`src/rtl/np_pi_pkg.sv`:
```
package np_pi_pkg;
  typedef enum logic [1:0] {
    SAT_NONE = 2'd0,
    SAT_HI   = 2'd1,
    SAT_LO   = 2'd2
  } sat_dir_e;

  localparam int unsigned NP_FRAC_DEF = 16;
endpackage

```
`src/rtl/np_err_stage.sv`:
```
module np_err_stage #(
  parameter int DATA_W = 16,
  localparam int EW = DATA_W + 1
) (
  input  logic                     clk_i,
  input  logic                     rst_ni,
  input  logic                     valid_i,
  input  logic signed [DATA_W-1:0] v_hi_i,
  input  logic signed [DATA_W-1:0] v_lo_i,
  output logic signed [EW-1:0]     err_o,
  output logic                     valid_o
);
  // zero setpoint: err = 0 - (hi - lo)
  logic signed [EW-1:0] err_d;
  assign err_d = EW'(v_lo_i) - EW'(v_hi_i);

  always_ff @(posedge clk_i or negedge rst_ni) begin
    if (!rst_ni) begin
      err_o   <= '0;
      valid_o <= 1'b0;
    end else begin
      valid_o <= valid_i;
      if (valid_i) err_o <= err_d;
    end
  end
endmodule

```
`src/rtl/np_qmul.sv`:
```
module np_qmul #(
  parameter int IN_W  = 19,
  parameter int K_W   = 18,
  parameter int FRAC  = 16,
  parameter int OUT_W = 19,
  parameter int K     = 6554
) (
  input  logic signed [IN_W-1:0]  a_i,
  output logic signed [OUT_W-1:0] p_o
);
  localparam int PR_W = IN_W + K_W;
  localparam logic signed [K_W-1:0]  KC   = K_W'(K);
  localparam logic signed [PR_W-1:0] HALF = PR_W'(longint'(1) <<< (FRAC - 1));

  logic signed [PR_W-1:0] prod;
  logic signed [PR_W-1:0] rnd;

  assign prod = PR_W'(a_i) * PR_W'(KC);
  // round to nearest, ties toward +inf
  assign rnd  = (prod + HALF) >>> FRAC;
  assign p_o  = OUT_W'(rnd);
endmodule

```
`src/rtl/np_limiter.sv`:
```
module np_limiter #(
  parameter int W   = 19,
  parameter int LIM = 8192
) (
  input  logic signed [W-1:0] val_i,
  output logic signed [W-1:0] val_o
);
  localparam logic signed [W-1:0] HI = W'(LIM);
  localparam logic signed [W-1:0] LO = W'(-LIM);

  always_comb begin
    if (val_i > HI)      val_o = HI;
    else if (val_i < LO) val_o = LO;
    else                 val_o = val_i;
  end
endmodule

```
`src/rtl/np_integ.sv`:
```
module np_integ
  import np_pi_pkg::*;
#(
  parameter int ACC_W = 19,
  parameter int LIM   = 8192
) (
  input  logic                    clk_i,
  input  logic                    rst_ni,
  input  logic                    en_i,
  input  logic                    upd_i,
  input  logic signed [ACC_W-1:0] p_i,
  input  logic signed [ACC_W-1:0] ki_i,
  output logic signed [ACC_W-1:0] nxt_o
);
  localparam logic signed [ACC_W-1:0] HI = ACC_W'(LIM);
  localparam logic signed [ACC_W-1:0] LO = ACC_W'(-LIM);

  logic signed [ACC_W-1:0] integ_q;
  logic signed [ACC_W-1:0] trial;
  logic signed [ACC_W-1:0] cand;
  logic signed [ACC_W-1:0] cand_lim;
  sat_dir_e                dir;
  logic                    ki_pos;
  logic                    ki_neg;
  logic                    hold;

  assign trial  = p_i + integ_q;
  assign cand   = integ_q + ki_i;
  assign ki_neg = ki_i[ACC_W-1];
  assign ki_pos = !ki_neg && (ki_i != '0);

  always_comb begin
    if (trial > HI)      dir = SAT_HI;
    else if (trial < LO) dir = SAT_LO;
    else                 dir = SAT_NONE;
  end

  // freeze only when the increment pushes deeper into the active limit
  assign hold = ((dir == SAT_HI) && ki_pos) || ((dir == SAT_LO) && ki_neg);

  np_limiter #(.W(ACC_W), .LIM(LIM)) u_clamp (
    .val_i(cand),
    .val_o(cand_lim)
  );

  assign nxt_o = hold ? integ_q : cand_lim;

  always_ff @(posedge clk_i or negedge rst_ni) begin
    if (!rst_ni)     integ_q <= '0;
    else if (!en_i)  integ_q <= '0;
    else if (upd_i)  integ_q <= nxt_o;
  end
endmodule

```
`src/rtl/np_balance_pi.sv`:
```
module np_balance_pi #(
  parameter int DATA_W  = 16,
  parameter int OUT_W   = 16,
  parameter int FRAC    = 16,
  parameter int KP_Q    = 6554,
  parameter int KI_Q    = 655,
  parameter int OUT_LIM = 8192
) (
  input  logic                     clk_i,
  input  logic                     rst_ni,
  input  logic                     en_i,
  input  logic                     valid_i,
  input  logic signed [DATA_W-1:0] v_hi_i,
  input  logic signed [DATA_W-1:0] v_lo_i,
  output logic                     valid_o,
  output logic signed [OUT_W-1:0]  offset_o
);
  localparam int EW    = DATA_W + 1;
  localparam int ACC_W = DATA_W + 3;
  localparam int K_W   = FRAC + 2;
  localparam int N_GAIN = 2;

  logic signed [EW-1:0]    err_q;
  logic                    v1_q;
  logic signed [ACC_W-1:0] err_ext;
  logic signed [ACC_W-1:0] term [N_GAIN];
  logic signed [ACC_W-1:0] integ_nxt;
  logic signed [ACC_W-1:0] sum;
  logic signed [ACC_W-1:0] sum_lim;
  logic signed [OUT_W-1:0] out_q;
  logic                    vo_q;

  np_err_stage #(.DATA_W(DATA_W)) u_err (
    .clk_i  (clk_i),
    .rst_ni (rst_ni),
    .valid_i(valid_i),
    .v_hi_i (v_hi_i),
    .v_lo_i (v_lo_i),
    .err_o  (err_q),
    .valid_o(v1_q)
  );

  assign err_ext = ACC_W'(err_q);

  // term[0] proportional, term[1] integral increment
  for (genvar g = 0; g < N_GAIN; g++) begin : g_gain
    np_qmul #(
      .IN_W (ACC_W),
      .K_W  (K_W),
      .FRAC (FRAC),
      .OUT_W(ACC_W),
      .K    ((g == 0) ? KP_Q : KI_Q)
    ) u_mul (
      .a_i(err_ext),
      .p_o(term[g])
    );
  end

  np_integ #(.ACC_W(ACC_W), .LIM(OUT_LIM)) u_integ (
    .clk_i (clk_i),
    .rst_ni(rst_ni),
    .en_i  (en_i),
    .upd_i (v1_q),
    .p_i   (term[0]),
    .ki_i  (term[1]),
    .nxt_o (integ_nxt)
  );

  assign sum = term[0] + integ_nxt;

  np_limiter #(.W(ACC_W), .LIM(OUT_LIM)) u_out_lim (
    .val_i(sum),
    .val_o(sum_lim)
  );

  always_ff @(posedge clk_i or negedge rst_ni) begin
    if (!rst_ni) begin
      out_q <= '0;
      vo_q  <= 1'b0;
    end else begin
      vo_q <= v1_q;
      if (!en_i)     out_q <= '0;
      else if (v1_q) out_q <= OUT_W'(sum_lim);
    end
  end

  assign valid_o  = vo_q;
  assign offset_o = out_q;
endmodule

```
`config.mk`:
```
export PLATFORM = sky130hd
export DESIGN_NAME = np_balance_pi
export DESIGN_NICKNAME = d
export VERILOG_FILES = /design/src/rtl/np_pi_pkg.sv /design/src/rtl/np_err_stage.sv /design/src/rtl/np_qmul.sv /design/src/rtl/np_limiter.sv /design/src/rtl/np_integ.sv /design/src/rtl/np_balance_pi.sv
export SDC_FILE = /design/constraint.sdc
export NUM_CORES = 1
export LEC_CHECK = 0
export BUFFER_PORTS_ARGS = -buffer_cell sky130_fd_sc_hd__buf_2
export CAP_MARGIN = 0
export CORE_MARGIN = 3
export CORE_UTILIZATION = 35
export DETAILED_ROUTE_END_ITERATION = 8
export PLACE_DENSITY_LB_ADDON = 0.25
export SYNTH_ARGS = -nofsm -noshare
export SYNTH_HDL_FRONTEND = slang
export SYNTH_HIERARCHICAL = 1
export SYNTH_SLANG_ARGS = --single-unit
```
`constraint.sdc`:
```
create_clock -name clk_i -period 13.2 [get_ports clk_i]
set_input_delay 2.64 -clock clk_i [delete_from_list [all_inputs] [get_ports clk_i]]
set_output_delay 2.64 -clock clk_i [all_outputs]
set_load 0.05 [all_outputs]
```
# ---- Yosys cells after proc, flatten, opt, wreduce, memory -nomap -nowiden
# Index checks and enable logic that the tools add are counted.
dict set report word_totals {
  register_bits 54
  latchBits 0
  mem_bits_ro 0
  elab_cells 39
  out_inout_bits 17
  ram_bits 0
  memories 0
  input_bits 36
}
dict set report classes {
  multipliers 2
  shifts 0
  n_reduce_logical 6
  n_lt_le_gt_ge 6
  muxes 11
  n_eq_ne 3
  add_sub_neg 6
  div_mod_pow 0
  n_bitwise 0
}
# operator count
set ops {}
lappend ops {{19-bit 2-to-1 mux} 5}
lappend ops {{35-bit by 17-bit adder with 35-bit output (second input constant)} 2}
lappend ops {{16-bit 2-to-1 mux} 4}
lappend ops {{19-bit adder} 3}
lappend ops {{19-bit by 15-bit > comparator with 1-bit output (second input constant)} 3}
lappend ops {{19-bit by 14-bit < comparator with 1-bit output (second input constant)} 3}
lappend ops {{17-bit by 13-bit multiplier with 30-bit output (second input constant)} 1}
lappend ops {{17-bit by 11-bit multiplier with 28-bit output (second input constant)} 1}
lappend ops {{19-bit nonzero test} 1}
lappend ops {{16-bit by 16-bit subtractor with 17-bit output} 1}
lappend ops {{2-bit 2-to-1 mux} 2}
lappend ops {{1-bit logical AND} 3}
lappend ops {{2-bit by 1-bit == test with 1-bit output (second input constant)} 1}
lappend ops {{2-bit == test (second input constant)} 1}
lappend ops {{2-bit by 1-bit inequality test with 1-bit output (second input constant)} 1}
lappend ops {{1-bit logical NOT} 1}
lappend ops {{1-bit logical OR} 1}

# ---- Logic depth before layout (Yosys ltp)
# Gate-level depths: netlist of the first run.
dict set report depth {
  depth_word 16
  depth_mapped 53
  depth_no_buf 51
}

# ---- Modules after synthesis
# The synthesis of the first run kept the hierarchy.
# module cells_each n_inst area_each_um2 seq_area_each_um2
set by_module_without_submodules {}
lappend by_module_without_submodules {{np_qmul (g_gain[0].u_mul)} 614 1 5068.6 0.0}
lappend by_module_without_submodules {{np_qmul (g_gain[1].u_mul)} 411 1 3901.2 0.0}
lappend by_module_without_submodules {np_integ 387 1 3123.0 475.5}
lappend by_module_without_submodules {np_balance_pi 170 1 1572.8 425.4}
lappend by_module_without_submodules {np_err_stage 186 1 1567.8 450.4}
lappend by_module_without_submodules {np_limiter 43 2 335.3 0.0}

# ---- Worst setup path before layout of the first run
# Ideal clock, no wire load.
dict set report synth_path {
  kind {register -> register}
  startpoint {register u_err.err_o[16]}
  endpoint {register out_q[3] (netlist: offset_o[3])}
  stages_incl_launch_ff 50
  setup_slack_ns 0.879
  arrival_ns 12.199
  n_path_buf 9
  setup_time_ns 0.121
  cell_sequence {dfrtp_1 clkbuf_1 clkbuf_1 inv_1 fa_1 inv_1 ha_1 fa_1 inv_1 fa_1 inv_1 ha_1 buf_2 and4_1 nand2_1 and3b_1 or3_2 xor2_1 [14 not listed] buf_6 buf_12 mux2_4 ha_1 a21oi_1 o21ai_0 and3_1 nor3_2 nor2_1 a311oi_1 and4_1 nand3_1 ha_1 clkbuf_1 buf_1 nor3b_1 mux2i_1 nor2b_1}
}
# item line
set synth_rtl {}
lappend synth_rtl {{start, declared} np_err_stage.sv:10} ;# output logic signed [EW-1:0] err_o,
lappend synth_rtl {{start signal, assigned} np_err_stage.sv:23} ;# if (valid_i) err_o <= err_d;
lappend synth_rtl {{end signal, assigned} np_balance_pi.sv:83} ;# else if (v1_q) out_q <= OUT_W'(sum_lim);
lappend synth_rtl {{end, declared} np_balance_pi.sv:30} ;# logic signed [OUT_W-1:0] out_q;

==> results of run 1 <==
-- flip-flops by register name (all words and copies together) (netlist names) --
| name | cells |
|---|---|
| valid_o | 1 |
| u_integ/integ_q | 19 |
| offset_o | 16 |
| u_err/valid_o | 1 |
| u_err/err_o | 17 |
-- worst min-delay path: stages, from the launching register on --
cell and delay, ns:
dfrtp_1 0.34, mux2i_1 0.07, nor2b_1 0.10
-- final timing paths --
check | startpoint | end | slack, ns | cells past startpoint
min | offset_o[5]$_DFFE_PN0P_ | offset_o[5]$_DFFE_PN0P_ | 0.54 | 2
min in group asynchronous | rst_ni | offset_o[13]$_DFFE_PN0P_ | 2.43 | 2
max | u_err/err_o[6]$_DFFE_PN0P_ | offset_o[14]$_DFFE_PN0P_ | 0.79 | 45
max reg2reg | u_err/err_o[6]$_DFFE_PN0P_ | offset_o[14]$_DFFE_PN0P_ | 0.79 | 45
max in group asynchronous | rst_ni | u_err/err_o[16]$_DFFE_PN0P_ | 10.16 | 2
min reg2reg | offset_o[5]$_DFFE_PN0P_ | offset_o[5]$_DFFE_PN0P_ | 0.54 | 2
-- through the flow --
stage	instances	util, %	hold slack [ns]
6_report	2460	37.8	0.544
5_1_grt	2460	37.8	0.587
4_1_cts	2460	37.8	0.552
3_5_place_dp	2452	37.4	0.532
3_3_place_gp	2452	37.4	0.523
2_1_floorplan	1846	-	0.366
-- metal layers --
layer | global-route usage (%) | wire (µm)
met1 | 25.0 | 20300
met2 | 27.5 | 17600
met3 | 0.955 | 1030
met4 | 4.93 | 988
met5 | 0 | 0
-- final cells by class --
class	count	area, µm²
Fill cell	4598	27700
Multi-Input combinational cell	1448	13100
Sequential cell	54	1360
Inverter	296	1110
Tap cell	592	741
Timing Repair Buffer	62	335
Clock buffer	6	139
Clock inverter	2	16.3
==> key figures, run 1 <==
Yosys
  – Post-Synthesis Cells: ~1,800
  – Post-Syn Area: about 16,000 µm²
  – Synth warn: 6
  – Mean area per synthesized cell: 8.59 µm²
  – Syn Nets: between 2,000 and 2,500

Run
  – Max Cap Viol: 0

Finish
  – Non-Filler Cell Area, Final: ~17,000 µm²
  – Net count, final: ~2,300
  – Share of post-route cells with drive strength above 1: 9.80%
  – Most frequent cells in the layout: inv_1, ha_1, nand2_1, fa_1, a21oi_1
  – Commonest non-fill, non-tap cell in the layout: inv_1
  – Area delta synth->final: 6.19%
  – N_diodes: 0

Place
  – Pre-CTS setup slack: between 0.4 and 0.5 ns
  – DPL Wire Length: between 30 and 40 mm
  – Port bufs: 52
  – Post-DP Area: approximately 17,000 µm²
  – Routability Congestion: around 0.88

Drt
  – Antenna viol nets, final: 0
  – DR pass1 iterations: 5
  – Via Count: approximately 13,000
  – DR iter-0 viols: around 750
  – DRC: 0
  – WL/cell: around 16 µm
  – Via-per-instance ratio: between 5 and 6
  – Final WL: 39.9 mm

GRT
  – Global Route Usage Sum: between 15 and 20%
  – First-pass GRT wire length: between 60 and 70 mm
  – Vias in the first global route: about 13,000
  – GRT Residual Overflow: 0
  – Initial antenna violation count: 0
  – Largest net degree at the start of global routing: 55

Worst setup path
  – Critical path capture point type: flip-flop
  – Max stage delay cell, worst path: ha_2
  – Max incr delay on CP: between 0.5 and 0.6 ns
  – Arrival time at the worst endpoint: between 10 and 15 ns
  – Crit Path Category: flip-flop to flip-flop
  – Critical Path Source Type: flip-flop
  – CP delay by family, top: adder cells
  – Most used cell, CP: fa_1
  – Crit-path max FO: 19
  – Crit path buf inv count: 4
  – CP required: 13.47 ns

Clock tree
  – Hold_buf cts: 0
  – H-tree levels: 2
  – Total CTS buffers: 5
  – CTS-repair resized insts: 0
  – Clock Latency Late Sink: roughly 0.33 ns
  – TritonCTS clock tree: done
  – Clock slew at reported path FFs: 0.09 ns
  – CTS Sinks: 54
  – Post-CTS setup buffer count: 0
  – Maximum root-to-sink buffer count: 2
  – Clk Tree Root Cell: clkbuf_16

Timing
  – Min Clock Period, post-route: ~12 ns
  – Worst Skew: a little over 0.02 ns
  – Max Slew Vio Count: 0
  – Final-report setup violation count: 0
  – Highest clock rate: around 0.081 GHz
  – Max_slew headroom: 34.1%
  – RSZ-0062 raised after global routing: no
  – Setup WS post-layout: between 0.7 and 0.8 ns
  – Worst-Margin Slew: 0.989 ns
  – Setup TNS: 0 ns
  – Final Hold Vio Count: 0
  – Fin crit share: a little over nine tenths

Die
  – Rows: 77
  – Die W: around 220 µm
  – Die Area: ~48,000 µm²
  – Core area: about 45,000 µm²
  – Initial Utilization: 35.6%
  – Die height: between 200 and 250 µm
  – IO Pins: 53

Status
  – Status: complete, no violations

Hold path
  – Worst Hold Class: flip-flop to flip-flop
Power of run 1 is left out: the tool's default activity adds up to more than one toggle a clock period on the data nets, which glitch-free logic cannot reach.
==> inputs of run 2 (changes only) <==
--- a/config.mk
+++ b/config.mk
@@ -5,6 +5,7 @@
 export SDC_FILE = /design/constraint.sdc
 export NUM_CORES = 1
 export LEC_CHECK = 0
+export ABC_AREA = 1
 export BUFFER_PORTS_ARGS = -buffer_cell sky130_fd_sc_hd__buf_2
 export CAP_MARGIN = 0
 export CORE_MARGIN = 3
==> constraint.sdc (replaced) <==
create_clock -name clk_i -period 12.6 [get_ports clk_i]
set_input_delay 2.52 -clock clk_i [delete_from_list [all_inputs] [get_ports clk_i]]
set_output_delay 2.52 -clock clk_i [all_outputs]
set_load 0.05 [all_outputs]
==> key figures, run 2 <==
Finish
  – Share of post-route cells with drive strength above 1: 6.99%
  – Area delta synth->final: 6.11%
  – Top reg by flops: u_integ/integ_q
  – Max FFs per register: 19
  – Net count, final: ~3,100
  – Most frequent cells in the layout: nand2_1, inv_1, ha_1, nand3_1, nor2_1
  – # fillers: around 5,400
  – N_diodes: 0
  – Non-Filler Cell Area, Final: ~19,000 µm²
  – Commonest non-fill, non-tap cell in the layout: nand2_1

Clock tree
  – Clock slew at reported path FFs: about 0.09 ns
  – Hold_buf cts: 0
  – CTS Sinks: between 50 and 60
  – Post-CTS setup buffer count: 0
  – Clock Latency Late Sink: roughly 0.33 ns
  – CTS-repair resized insts: 0
  – Maximum root-to-sink buffer count: 2
  – H-tree levels: 2
  – Clk Tree Root Cell: clkbuf_16
  – Total CTS buffers: 5
  – TritonCTS clock tree: done

Run
  – Max Cap Viol: 0

Drt
  – DR iter-0 viols: 879
  – Antenna viol nets, final: 0
  – Via-per-instance ratio: ~4.8
  – WL/cell: 14.0 µm
  – DRC: 0
  – Via Count: 16,100
  – Final WL: about 47 mm
  – DR pass1 iterations: 5

Worst setup path
  – CP endpoint: offset_o[5]$_DFFE_PN0P_
  – Crit-path max FO: 20
  – Reg2reg setup slack: ~1.6 ns
  – Max stage delay cell, worst path: o21ai_2
  – Setup crit start: u_err/err_o[2]$_DFFE_PN0P_
  – Most used cell, CP: nand2_1
  – Critical Path Source Type: flip-flop
  – Critical path capture point type: flip-flop
  – R2R depth: 53
  – Arrival time at the worst endpoint: around 11 ns
  – Crit Path Category: flip-flop to flip-flop
  – RR Startpoint: u_err/err_o[2]$_DFFE_PN0P_
  – RR Endpoint: offset_o[5]$_DFFE_PN0P_
  – Max incr delay on CP: approximately 0.73 ns
  – CP required: 12.86 ns

Timing
  – Max_slew headroom: between 30% and 40%
  – Worst Skew: 0.0162 ns
  – RSZ-0062 raised after global routing: no
  – Max Slew Vio Count: 0
  – Setup TNS: 0 ns
  – Final Hold Vio Count: 0
  – Final-report setup violation count: 0
  – Setup WS post-layout: about 1.6 ns
  – Min Clock Period, post-route: 11.01 ns
  – Highest clock rate: ~0.091 GHz
  – Worst-Margin Slew: between 0.9 and 1 ns
  – Hold_ws: slightly above 0.5 ns
  – Fin crit share: between 80% and 90%

Place
  – Post-DP Area: ~18,000 µm²
  – DPL Wire Length: roughly 41 mm
  – Pre-CTS setup slack: approximately 1.6 ns
  – Routability Congestion: a little over 0.9
  – Port bufs: 52

Die
  – IO Pins: 53
  – Rows: 81
  – Core area: roughly 50,000 µm²
  – Die height: between 200 and 250 µm
  – Die W: about 230 µm
  – Initial Utilization: between 30% and 40%
  – Die Area: roughly 53,000 µm²

Hold path
  – Worst Hold Class: flip-flop to flip-flop
  – Hold Path Origin: offset_o[0]$_DFFE_PN0P_

GRT
  – Global Route Usage Sum: 18.2%
  – Vias in the first global route: roughly 16,000
  – Largest net degree at the start of global routing: 55
  – GRT Residual Overflow: 0
  – First-pass GRT wire length: around 80 mm
  – Initial antenna violation count: 0

Status
  – Status: complete, no violations

Yosys
  – Syn Nets: ~3,100
  – Synth warn: 6
  – Mean area per synthesized cell: roughly 6.5 µm²
  – Post-Syn Area: approximately 18,000 µm²
  – Post-Synthesis Cells: 2,683
[run 2: metal layers]
| layer | vias to the layer above | share of wire (%) | GRT usage (%) |
|---|---|---|---|
| met2 | 295 | 48 | 32.1 |
| met5 | - | 0 | 0 |
| li1 | 8329 | - | - |
| met3 | 39 | 3.1 | 0.991 |
| met4 | 0 | 1.5 | 3.70 |
| met1 | 7423 | 47 | 24.8 |
[run 2: cell type report]
| type | count | area [µm²] | share of cell area [%] |
|---|---|---|---|
| Multi-Input combinational cell | 1991 | 13700 | 73.7 |
| Inverter | 609 | 2290 | 12.3 |
| Sequential cell | 54 | 1350 | 7.26 |
| Tap cell | 664 | 831 | 4.46 |
| Timing Repair Buffer | 55 | 283 | 1.52 |
| Clock buffer | 5 | 125 | 0.672 |
| Clock inverter | 3 | 28.8 | 0.154 |
[run 2: critical path, delay by kind of cell (launching register included)]
kind / cells / cell delay (ns)
adder cells (fa/ha/maj): 11 / 4.35
flip-flops: 1 / 0.56
XOR/XNOR: 1 / 0.38
AO/OA/AOI/OAI: 3 / 1.12
AND/OR/NAND/NOR: 30 / 3.74
buffers and inverters: 8 / 0.77
[run 2: stage by stage]
| step | cells | utilization (%) |
|---|---|---|
| floorplan | 2683 | - |
| global placement | 3373 | 37.5 |
| detailed placement | 3373 | 37.5 |
| CTS | 3381 | 37.8 |
| global route | 3381 | 37.8 |
| finish | 3381 | 37.8 |
[run 2: worst min path at each step]
| stage | to | cells past startpoint |
|---|---|---|
| floorplan | valid_o$_DFF_PN0_ | 0 |
| global placement | offset_o[12]$_DFFE_PN0P_ | 2 |
| detailed placement | offset_o[0]$_DFFE_PN0P_ | 2 |
| CTS | offset_o[0]$_DFFE_PN0P_ | 2 |
| global route | offset_o[8]$_DFFE_PN0P_ | 2 |
| finish | offset_o[0]$_DFFE_PN0P_ | 2 |
Power of run 2 is left out for the same reason.
